### config.mk
export PLATFORM = sky130hd
export DESIGN_NAME = sba_byte_aligner
export DESIGN_NICKNAME = d
export VERILOG_FILES = /design/src/rtl/sba_pkg.sv /design/src/rtl/sba_shift_match.sv /design/src/rtl/sba_phase_ctr.sv /design/src/rtl/sba_byte_emit.sv /design/src/rtl/sba_byte_aligner.sv
export SDC_FILE = /design/constraint.sdc
export NUM_CORES = 1
export LEC_CHECK = 0
export ABC_AREA = 1
export BUFFER_PORTS_ARGS = -buffer_cell sky130_fd_sc_hd__buf_2
export CORE_MARGIN = 5
export CORE_UTILIZATION = 36
export CTS_BUF_LIST = sky130_fd_sc_hd__clkbuf_4 sky130_fd_sc_hd__clkbuf_8
export DETAILED_ROUTE_END_ITERATION = 8
export GPL_ROUTABILITY_DRIVEN = 0
export SLEW_MARGIN = 20
export SYNTH_ARGS = -nofsm -noshare
export SYNTH_HDL_FRONTEND = slang
export SYNTH_HIERARCHICAL = 1
export SYNTH_SLANG_ARGS = --single-unit
### constraint.sdc
create_clock -name clk -period 1.66 [get_ports clk]
set_input_delay 0.166 -clock clk [delete_from_list [all_inputs] [get_ports clk]]
set_output_delay 0.166 -clock clk [all_outputs]
set_load 0.05 [all_outputs]
### src/rtl/sba_pkg.sv
package sba_pkg;
    localparam int BYTE_W = 8;
    localparam logic [BYTE_W-1:0] A1_BYTE = 8'hF6;
    localparam logic [BYTE_W-1:0] A2_BYTE = 8'h28;

    typedef struct packed {
        logic              strobe;
        logic              frame;
        logic [BYTE_W-1:0] data;
    } byte_evt_t;

    // Byte idx of the framing word, counted from its first byte.
    function automatic logic [BYTE_W-1:0] pattern_byte(input int idx, input int n_a1);
        return (idx < n_a1) ? A1_BYTE : A2_BYTE;
    endfunction
endpackage

### src/rtl/sba_shift_match.sv
module sba_shift_match #(
    parameter int PAT_W = 48
) (
    input  logic             clk,
    input  logic             rst,
    input  logic             bit_en,
    input  logic             bit_in,
    input  logic [PAT_W-1:0] pattern_i,
    output logic [7:0]       low_byte,
    output logic             match
);
    // Holds the previous PAT_W-1 bits; the new bit completes the window.
    logic [PAT_W-2:0] hist_q;
    logic [PAT_W-1:0] window;

    assign window   = {hist_q, bit_in};
    assign match    = bit_en && (window == pattern_i);
    assign low_byte = window[7:0];

    always_ff @(posedge clk) begin
        if (rst)
            hist_q <= '0;
        else if (bit_en)
            hist_q <= window[PAT_W-2:0];
    end
endmodule

### src/rtl/sba_phase_ctr.sv
module sba_phase_ctr #(
    parameter int BYTE_W = 8
) (
    input  logic clk,
    input  logic rst,
    input  logic bit_en,
    input  logic realign,
    output logic last_bit
);
    localparam int CW = $clog2(BYTE_W);
    localparam logic [CW-1:0] LAST = CW'(BYTE_W - 1);

    logic [CW-1:0] cnt_q;

    assign last_bit = (cnt_q == LAST);

    always_ff @(posedge clk) begin
        if (rst)
            cnt_q <= '0;
        else if (bit_en) begin
            if (realign || last_bit)
                cnt_q <= '0;
            else
                cnt_q <= cnt_q + 1'b1;
        end
    end

    // plain step when no boundary event
    a_r6_count_step: assert property (@(posedge clk) disable iff (rst)
        (bit_en && !realign && !last_bit) |=> (cnt_q == $past(cnt_q) + 1'b1));
    // a match restarts the phase
    a_r6_realign_zero: assert property (@(posedge clk) disable iff (rst)
        (bit_en && realign) |=> (cnt_q == '0));
    // phase frozen without an accepted bit
    a_r3_hold_idle: assert property (@(posedge clk) disable iff (rst)
        !bit_en |=> $stable(cnt_q));
endmodule

### src/rtl/sba_byte_emit.sv
module sba_byte_emit
    import sba_pkg::*;
(
    input  logic              clk,
    input  logic              rst,
    input  logic              byte_done,
    input  logic              frame_set,
    input  logic              oof,
    input  logic [BYTE_W-1:0] data_in,
    output byte_evt_t         evt
);
    byte_evt_t evt_q;

    always_ff @(posedge clk) begin
        if (rst) begin
            evt_q <= '0;
        end else begin
            evt_q.strobe <= byte_done;
            if (byte_done)
                evt_q.data <= data_in;
            if (!oof)
                evt_q.frame <= 1'b0;
            else if (byte_done)
                evt_q.frame <= frame_set;
        end
    end

    assign evt = evt_q;

    // no frame pulse once out-of-frame is low
    a_r8_quiet_in_frame: assert property (@(posedge clk) disable iff (rst)
        !oof |=> !evt_q.frame);
    // pulse held until next byte completes
    a_r5_pulse_holds: assert property (@(posedge clk) disable iff (rst)
        (evt_q.frame && oof && !byte_done) |=> evt_q.frame);
    // strobe lasts a single clock
    a_r3_strobe_single: assert property (@(posedge clk) disable iff (rst)
        evt_q.strobe |-> $past(byte_done));
endmodule

### src/rtl/sba_byte_aligner.sv
module sba_byte_aligner
    import sba_pkg::*;
#(
    parameter int N_A1 = 3,
    parameter int N_A2 = 3
) (
    input  logic              clk,
    input  logic              rst,
    input  logic              bit_en,
    input  logic              bit_in,
    input  logic              oof,
    output logic [BYTE_W-1:0] byte_out,
    output logic              byte_stb,
    output logic              frame_pulse
);
    localparam int N_BYTES = N_A1 + N_A2;
    localparam int PAT_W   = N_BYTES * BYTE_W;

    logic [PAT_W-1:0]  pattern;
    logic [BYTE_W-1:0] low_byte;
    logic              match, realign, last_bit, byte_done;
    byte_evt_t         evt;

    for (genvar i = 0; i < N_BYTES; i++) begin : g_pat
        assign pattern[PAT_W-1-BYTE_W*i -: BYTE_W] = pattern_byte(i, N_A1);
    end

    sba_shift_match #(.PAT_W(PAT_W)) u_match (
        .clk(clk), .rst(rst), .bit_en(bit_en), .bit_in(bit_in),
        .pattern_i(pattern), .low_byte(low_byte), .match(match)
    );

    assign realign   = match && oof;
    assign byte_done = bit_en && (last_bit || realign);

    sba_phase_ctr #(.BYTE_W(BYTE_W)) u_phase (
        .clk(clk), .rst(rst), .bit_en(bit_en), .realign(realign),
        .last_bit(last_bit)
    );

    sba_byte_emit u_emit (
        .clk(clk), .rst(rst), .byte_done(byte_done), .frame_set(realign),
        .oof(oof), .data_in(low_byte), .evt(evt)
    );

    assign byte_out    = evt.data;
    assign byte_stb    = evt.strobe;
    assign frame_pulse = evt.frame;

    // a rising frame pulse comes with a byte strobe
    a_r4_pulse_on_byte: assert property (@(posedge clk) disable iff (rst)
        $rose(frame_pulse) |-> byte_stb);
    // the byte shown with the pulse is the last A2 byte
    a_r4_pulse_data: assert property (@(posedge clk) disable iff (rst)
        (frame_pulse && byte_stb) |-> (byte_out == A2_BYTE));
    // strobes only follow an accepted bit
    a_r3_strobe_after_bit: assert property (@(posedge clk) disable iff (rst)
        byte_stb |-> $past(bit_en));
endmodule

Word level (Yosys, flattened, before mapping)
Index checks and enable logic that the tools add are counted.
Storage, ports and cells
  bits in registers: 60
  input port bits: 5
  output and inout bits: 10
  logic and storage cells: 15
Operators by class
  $add $sub $neg: 1
  equal/unequal tests: 2
  muxes and demuxes: 1
  bitwise logic cells: 1
  reduce and logical (&&, ||, !) cells: 5
Operator list (count)
  equality test 48 bit (second input constant): 1
  adder 3 x 1 -> 3 bit (second input constant): 1
  equality test 3 bit (second input constant): 1
  logical AND 1 bit: 3
  2-to-1 mux 3 bit: 1
  OR reduction 2 bit: 1
  logical OR 1 bit: 1
  inverter 1 bit: 1

Logic depth before layout (Yosys ltp)
Gate-level depths: netlist (run 1).
  depth in word-level cells: 5
  depth in mapped cells: 15
  gate-level depth less buffers: 14

Hierarchy
Netlist (run 1), hierarchy kept.
Modules (own cells, without submodules)
  sba_shift_match: instances 1, cells each 365, area each 2451.1 µm², seq. area each 940.9 µm²
  sba_byte_emit: instances 1, cells each 42, area each 362.8 µm², seq. area each 200.2 µm²
  sba_phase_ctr: instances 1, cells each 18, area each 153.9 µm², seq. area each 60.1 µm²
  sba_byte_aligner: instances 1, cells each 7, area each 31.3 µm², seq. area each 0.0 µm²

Worst setup path before layout (run 1)
OpenSTA, ideal clock, no wires.
  kind: reg2reg
  start: register u_match.hist_q[30]
  end: register u_emit.evt_q, in the netlist u_emit/evt[0]
  library setup time: 117 ps
  arrival time: 1362 ps
  data required time: 1543 ps
  path slack: 182 ps
  stages on the path, launching flop included: 15
  buffers on the path: 1
  period minus slack after synthesis: 1478 ps
  cell sequence: dfxtp_1 -> inv_1 -> nand2_1 -> o21ai_0 -> nor2_1 -> nand2_1 -> nor2_1 -> nand3_1 -> nor2_1 -> nand2_1 -> a21oi_2 -> buf_6 -> inv_8 -> nor2_1 -> nor2_1
On the way
  cells in the longest elaborated chain, start to end: 5
Ends and longest elaborated chain
  start, declared: RTL line sba_shift_match.sv:13  | logic [PAT_W-2:0] hist_q;
  start signal, assigned: RTL line sba_shift_match.sv:24  | hist_q <= window[PAT_W-2:0];
  equality test 48 bit: RTL line sba_shift_match.sv:17  | assign match = bit_en && (window == pattern_i);
  logical AND 1 bit: RTL line sba_shift_match.sv:17
  via match: RTL line sba_byte_aligner.sv:21  | logic match, realign, last_bit, byte_done;
  logical AND 1 bit: RTL line sba_byte_aligner.sv:33  | assign realign = match && oof;
  logical OR 1 bit: RTL line sba_byte_aligner.sv:34  | assign byte_done = bit_en && (last_bit || realign);
  logical AND 1 bit: RTL line sba_byte_aligner.sv:34
  via byte_done: RTL line sba_byte_aligner.sv:21
  end, declared: RTL line sba_byte_emit.sv:12  | byte_evt_t evt_q;
The timed path passes the listed nets, and every way through them passes these cells.
A chain may end at the register's enable or synchronous reset.

Final worst setup path (run 1)
  start: register u_match.hist_q[3]
  end: register u_emit.evt_q, in the netlist u_emit/evt[6]
Same word-level chain as after synthesis.

==> results of run 1 <==
[cells by family (layout without fill, tap and decap cells)]
kind of cell             count (synthesis)  in the layout
XOR/XNOR                                10             10
adder cells (fa/ha/maj)                  2              2
flip-flops                              60             60
AND/OR/NAND/NOR                        190            190
other                                    2             78
AO/OA/AOI/OAI                           86             86
buffers and inverters                   82            141
[path summary, 6_finish.rpt]
kind	startpoint	to	depth (start not counted)	slack (ns)
hold / removal	oof	u_emit/evt[8]	3	0.08
setup / recovery	u_match/hist_q[3]	u_emit/evt[6]	15	-0.08
setup reg to reg	u_match/hist_q[3]	u_emit/evt[6]	15	-0.08
hold reg to reg	u_emit/evt[8]	u_emit/evt[8]	2	0.48
[metrics by stage]
step	power (W)	setup WS [ns]
final	0.00349	-0.0820
after global routing	0.00369	-0.235
after CTS	0.00351	-0.0844
after detailed placement	0.00206	-0.179
after global placement	0.00206	-0.103
after floorplan	0.00190	0.182
[timing repair]
action | 4_1_cts | 5_1_grt
pin swaps | 8 | 13
buffers inserted | 1 | 4
endpoints found under the setup margin | 10 | 13
gates cloned | 1 | 0
resized for setup | 11 | 38
[critical path: stages (launching register included)]
cell	delay [ns]
dfxtp_2	0.32
inv_2	0.05
nand2_1	0.04
nand2_1	0.05
nand2_1	0.05
nor2_2	0.15
nand2_1	0.08
nor2_1	0.09
nand3_1	0.12
nor2_4	0.11
nand2_2	0.09
a21oi_4	0.15
buf_6	0.15
inv_8	0.06
nor2_2	0.08
nor2_1	0.05
[cell usage after synthesis, drive strengths merged]
cell type	number
inv	58
clkbuf	1
conb	2
xnor2	3
a211oi	41
o21ai	33
xor2	7
o211ai	1
ha	2
a21oi	11
nand3	3
dfxtp	60
buf	23
nor2	91
nand2	96
[registers in the layout (all words and copies together) (netlist names)]
register,cells
u_emit/evt,10
u_match/hist_q,47
u_phase/cnt_q,3
[where the power goes]
| part | switching, W | internal (W) | total [W] |
|---|---|---|---|
| combinational | 0.000288 | 0.000216 | 0.000504 |
| sequential | 0.0000399 | 0.00151 | 0.00155 |
| clock | 0.000595 | 0.000839 | 0.00143 |
[metal layers]
layer  vias up  global-route usage [%]  share of wire, %
met4         0                    6.24               1.7
met2        39                    24.2                48
li1       1545                       -                 -
met5         -                       0                 0
met3        15                    3.31               3.2
met1      1211                    18.1                47
[layout make-up]
type,count,area (um^2),share of cell area [%]
multi-input cells,366,1770,43.6
inverters,58,228,5.60
flip-flops and latches,60,1220,29.9
well taps,105,131,3.23
repair buffers,67,500,12.3
clock inverters,7,91.3,2.25
clock buffers,9,124,3.05
==> results.txt, run 1 <==
outcome - finished, violations left
violations in the final reports - negative setup slack
Antenna Cells - 0
IO Pins - 15
Final ANT Viol Nets - 0
IO buf count - 14
share of the clock period used by the worst path after layout - 105%
category of the most critical setup path - flop to flop
utilization after layout - 49.7%
Highest Clock Rate - 574 MHz
synthesis-to-finish area growth - 35.5%
count of endpoints failing hold in the final timing report - 0
CP Launch Type - flop
root cell of the clock tree - clkbuf_8
simple-gate portion of the synthesized area - 24.7%
Vias - 2810
row count - 33
routed len/inst - 10.1 um
number of register bits inferred by synthesis - 60
non-filler instance count after layout - 672
cts hold-fix bufs - 0
Synth top area share - 40.1%
initial core utilization - 36.7%
maximum resistive drop on vdd - 0.439 mV
nature of the critical path endpoint - flop
clock latency of the later-clocked register in the worst-skew pair - 0.34 ns
via-per-instance ratio - 4.18
minimum clock period after layout - 1.74 ns
post-synthesis cell count - 432
Placed Area - 3710 um^2
H-tree level count - 3
unrepaired setup endpoints after global routing - yes
horizontal die dimension - 101 um
pins over their slew limit - 0
portion of netlist area occupied by mux cells - 0%
Netlist cell types - 25
final clock skew - 0.00917 ns
leakage - 2.01 nW
biggest area consumer among synthesized cells - dfxtp_1
HPWL after detailed placement - 4940 um
clk buf depth - 2
area share of xor/xnor cells in the synthesized design - 2.92%
net count of the finished layout - 569
total setup violations reported at the end of the flow - 12
reported max-cap violation count - 0
die span in y - 101 um
Post-Route Setup TNS - -0.747 ns
wire length of the first global-routing pass - 11700 um
violation count after the first detailed-route iteration - 64
total DRC errors in the routed layout - 0
Total Die Area - 10300 um^2
Compound-Gate Fraction of Synth Area - 18.6%
most frequent cells in the layout - nand2_1 (92), conb_1 (78), nor2_1 (75)
post-layout worst setup margin - -0.0820 ns
post-synthesis area per instance - 6.94 um^2
core area - 8180 um^2
Filler cells - 853
post-route cell area - 4070 um^2
P per Cell Area - 859 nW/um^2
Worst Hold Class - input pin to flop
largest cells by area after synthesis - dfxtp_1 (40%), nand2_1 (12%), nor2_1 (11%), a211oi_1 (9.8%), inv_1 (6.9%)
wire length after detailed routing - 6800 um
pin count of the biggest net entering global routing - 52
share of the yosys chip area belonging to registers - 40.1%
router iterations before antenna repair - 4
total CTS buffers - 9
yosys synthesis warning count - 6
combinational family with the most area after synthesis - simple AND/OR/NAND/NOR gates
number of antenna violations at the first check in global routing - 0
ratio of cells with drive above 1 in the final layout - 22.9%
combined area of all synthesized cells - 3000 um^2
final hold slack - 0.0831 ns
global route total overflow - 0
critical path data arrival time - 1.98 ns
CTS tree - done
most common cell after layout, fill and taps aside - nand2_1
adder and majority cell fraction of the synthesized area - 0.834%
Clock Sink Count - 60
required arrival time at the worst endpoint - 1.90 ns
clock-pin transition on the worst setup and hold timing paths - 0.07 ns
peak fanout along the critical path - 10
Inst Count DP - 650
global-route usage over all layers - 14.6%
vias in the first global route - 2593
No activity file was read; power rests on OpenSTA's default activity.
==> run 2, diff against run 1 <==
--- a/config.mk
+++ b/config.mk
@@ -8,3 +8,2 @@
 export ABC_AREA = 1
-export BUFFER_PORTS_ARGS = -buffer_cell sky130_fd_sc_hd__buf_2
 export CORE_MARGIN = 5
@@ -13,2 +12,3 @@
 export DETAILED_ROUTE_END_ITERATION = 8
+export DONT_BUFFER_PORTS = 1
 export GPL_ROUTABILITY_DRIVEN = 0
--- a/constraint.sdc
+++ b/constraint.sdc
@@ -3,2 +3,2 @@
 set_output_delay 0.166 -clock clk [all_outputs]
-set_load 0.05 [all_outputs]
+set_load 0.02 [all_outputs]
==> run 2 against run 1 <==
  * Sequential cell count stayed put
  * Worst hold slack worse by 0.12 ns
  * Clock skew is 0.0041 ns higher
  * Final area is 2.1% lower
  * The flow finishes with violations (negative hold slack, negative setup slack)
  * Fmax is 0.22% lower
  * Global-route usage is 0.42 points higher
  * Via count is 2.7% lower
  * Largest cell class unchanged
  * Count of clock-buffer cells in the layout stayed put
  * Register-to-register slack hardly changed
  * Clock power is 14% higher
  * Routed wire length is 4.6% higher
==> results.txt, run 2 (synthesis results as in run 1) <==
P per Cell Area - 923 nW/um^2 (+7.4%)
via-per-instance ratio - 4.20 (+0.47%)
CP Launch Type - flop
fraction of power consumed by sequential logic - 42.4% (-2.1 points)
die span in y - 101 um (unchanged)
Final ANT Viol Nets - 0 (unchanged)
Worst path top cell family by delay - simple AND/OR/NAND/NOR gates
clock-pin transition on the worst setup and hold timing paths - 0.08 ns (about the same)
Clock Sink Count - 60 (unchanged)
most frequent cells in the layout - nand2_1 (87), conb_1 (78), nor2_1 (74)
total DRC errors in the routed layout - 0 (unchanged)
net count of the finished layout - 548 (-3.7%)
outcome - finished, violations left
Top reg by flops - u_match/hist_q
internal power summed over all cells - 0.00272 W (+6.0%)
global route total overflow - 0 (unchanged)
most common cell after layout, fill and taps aside - nand2_1
cts hold-fix bufs - 5 (+5)
global-route usage over all layers - 15.0% (+0.42 points)
Antenna Cells - 0 (unchanged)
total CTS buffers - 9 (unchanged)
pins over their slew limit - 0 (unchanged)
CP cell instances - nand2_2 > nand2_2 > nand2_2 > nor2_4 > nand2_1 > nor2_1 > nand3_1 > nor2_2 > nand2_2 > a21oi_2 > buf_6 > clkinv_8 > nor2_1 > nor2_1
area taken by multi-input logic gates - 1780 um^2 (+0.49%)
IO Pins - 15 (unchanged)
required arrival time at the worst endpoint - 1.90 ns (about the same)
maximum resistive drop on vdd - 0.415 mV (-5.4%)
relative contribution of combinational cells to total power - 13.2% (-1.2 points)
power spent charging and discharging nets - 0.000951 W (+3.0%)
number of antenna violations at the first check in global routing - 0 (unchanged)
leakage - 1.91 nW (-5.0%)
synthesis-to-finish area growth - 32.7%
Vias - 2735 (-2.7%)
wire length after detailed routing - 7110 um (+4.6%)
pin count of the biggest net entering global routing - 55 (+5.8%)
clock latency of the later-clocked register in the worst-skew pair - 0.34 ns (about the same)
violation count after the first detailed-route iteration - 89 (+39%)
routed len/inst - 10.9 um (+7.9%)
root cell of the clock tree - clkbuf_8
Filler cells - 851 (-0.23%)
Post-Route Setup TNS - -0.318 ns (+0.429 ns)
total setup violations reported at the end of the flow - 8 (-4)
utilization after layout - 48.7% (-1.0 points)
area taken by flip-flops and latches - 1210 um^2 (-0.51%)
row count - 33 (unchanged)
number of flip-flops under the largest register name - 47 (unchanged)
Worst Hold Class - input pin to flop
H-tree level count - 3 (unchanged)
horizontal die dimension - 101 um (unchanged)
Post-CTS Setup Repair Bufs - 0 (-1)
peak fanout along the critical path - 6 (-4)
unrepaired setup endpoints after global routing - yes
cell with the biggest individual delay on the critical path - dfxtp_2
vias in the first global route - 2510 (-3.2%)
share of the clock period used by the worst path after layout - 105% (+0.23 points)
crit-path most repeated cell - nand2_2
post-layout worst setup margin - -0.0859 ns (-0.00390 ns)
router iterations before antenna repair - 4 (unchanged)
reported max-cap violation count - 0 (unchanged)
largest stage delay on the critical path - 0.34 ns (+0.02 ns)
reg-to-reg setup timing slack - -0.09 ns (about the same)
wire length of the first global-routing pass - 12000 um (+2.7%)
count of endpoints failing hold in the final timing report - 1 (+1)
final clock skew - 0.0132 ns (+0.00406 ns)
ratio of cells with drive above 1 in the final layout - 19.4% (-3.5 points)
final hold slack - -0.0348 ns (-0.118 ns)
CTS tree - done
switching part of the total power - 25.9% (-0.55 points)
number of buffers and inverters on the critical path - 2 (-1)
clk buf depth - 2 (unchanged)
Total Die Area - 10300 um^2 (unchanged)
minimum clock period after layout - 1.75 ns (+0.00390 ns)
transition time at the pin with the least slew margin - 0.629 ns
relative slew slack - 58.0%
IO buf count - 0 (-14)
relative contribution of the clock network to total power - 44.4% (+3.3 points)
category of the most critical setup path - flop to flop
initial core utilization - 36.7% (unchanged)
critical path data arrival time - 1.99 ns (about the same)
core area - 8180 um^2 (unchanged)
nature of the critical path endpoint - flop
Highest Clock Rate - 573 MHz (-0.22%)
violations in the final reports - negative hold slack, negative setup slack
HPWL after detailed placement - 4700 um (-4.8%)
==> run 2: final timing paths <==
kind,start,to,cells after the start
worst max-delay path,u_match/hist_q[27],u_emit/evt[7],14
worst max register to register,u_match/hist_q[27],u_emit/evt[7],14
worst min register to register,u_match/hist_q[30],u_match/hist_q[30],2
worst min-delay path,bit_in,u_emit/evt[0],2
==> run 2: metrics by stage <==
step,cells,hold WS [ns],instance area [um^2],power [W],setup WS (ns)
after floorplan,508,0.228,3280,0.00190,0.183
after global placement,628,0.234,3550,0.00198,-0.0563
after detailed placement,628,0.235,3550,0.00199,-0.108
after CTS,650,-0.0432,3890,0.00369,-0.0594
after global routing,651,-0.0309,3980,0.00387,-0.236
final,651,-0.0348,3980,0.00367,-0.0859
==> run 2: layout make-up <==
type	instances	share of cell area, %
Clock buffer	9	3.11
Clock inverter	7	3.08
Inverter	58	5.78
Multi-Input combinational cell	366	44.8
Sequential cell	60	30.4
Tap cell	105	3.30
Timing Repair Buffer	45	9.33
Timing Repair inverter	1	0.220
==> run 2: power by group through the flow <==
stage | clock network (W) | logic [W] | registers [W]
floorplan | 0 | 0.000316 | 0.00158
global placement | 0 | 0.000395 | 0.00158
detailed placement | 0 | 0.000402 | 0.00159
CTS | 0.00167 | 0.000467 | 0.00155
global route | 0.00174 | 0.000562 | 0.00157
finish | 0.00163 | 0.000487 | 0.00156
==> run 2: metal layers <==
| metal | up-vias | GRT usage (%) | part of all wire, % |
|---|---|---|---|
| met5 | - | 0 | 0 |
| met4 | 0 | 3.99 | 1.3 |
| met3 | 12 | 4.20 | 4.0 |
| met2 | 32 | 24.5 | 47 |
| met1 | 1190 | 19.5 | 47 |
| li1 | 1501 | - | - |
==> run 2: repair_timing <==
| action | in CTS | in global routing |
|---|---|---|
| endpoints found under the setup margin | 9 | 13 |
| resized for setup | 11 | 32 |
| hold endpoints to repair | 53 | 1 |
| pin swaps | 9 | 18 |
| gates cloned | 1 | 1 |
==> run 2: worst reg2reg max path, delay by kind of cell (launching register included) <==
family	cells	cell delay, ns
buf+inv	2	0.25
flops	1	0.34
simple gates	11	0.93
compound gates	1	0.15
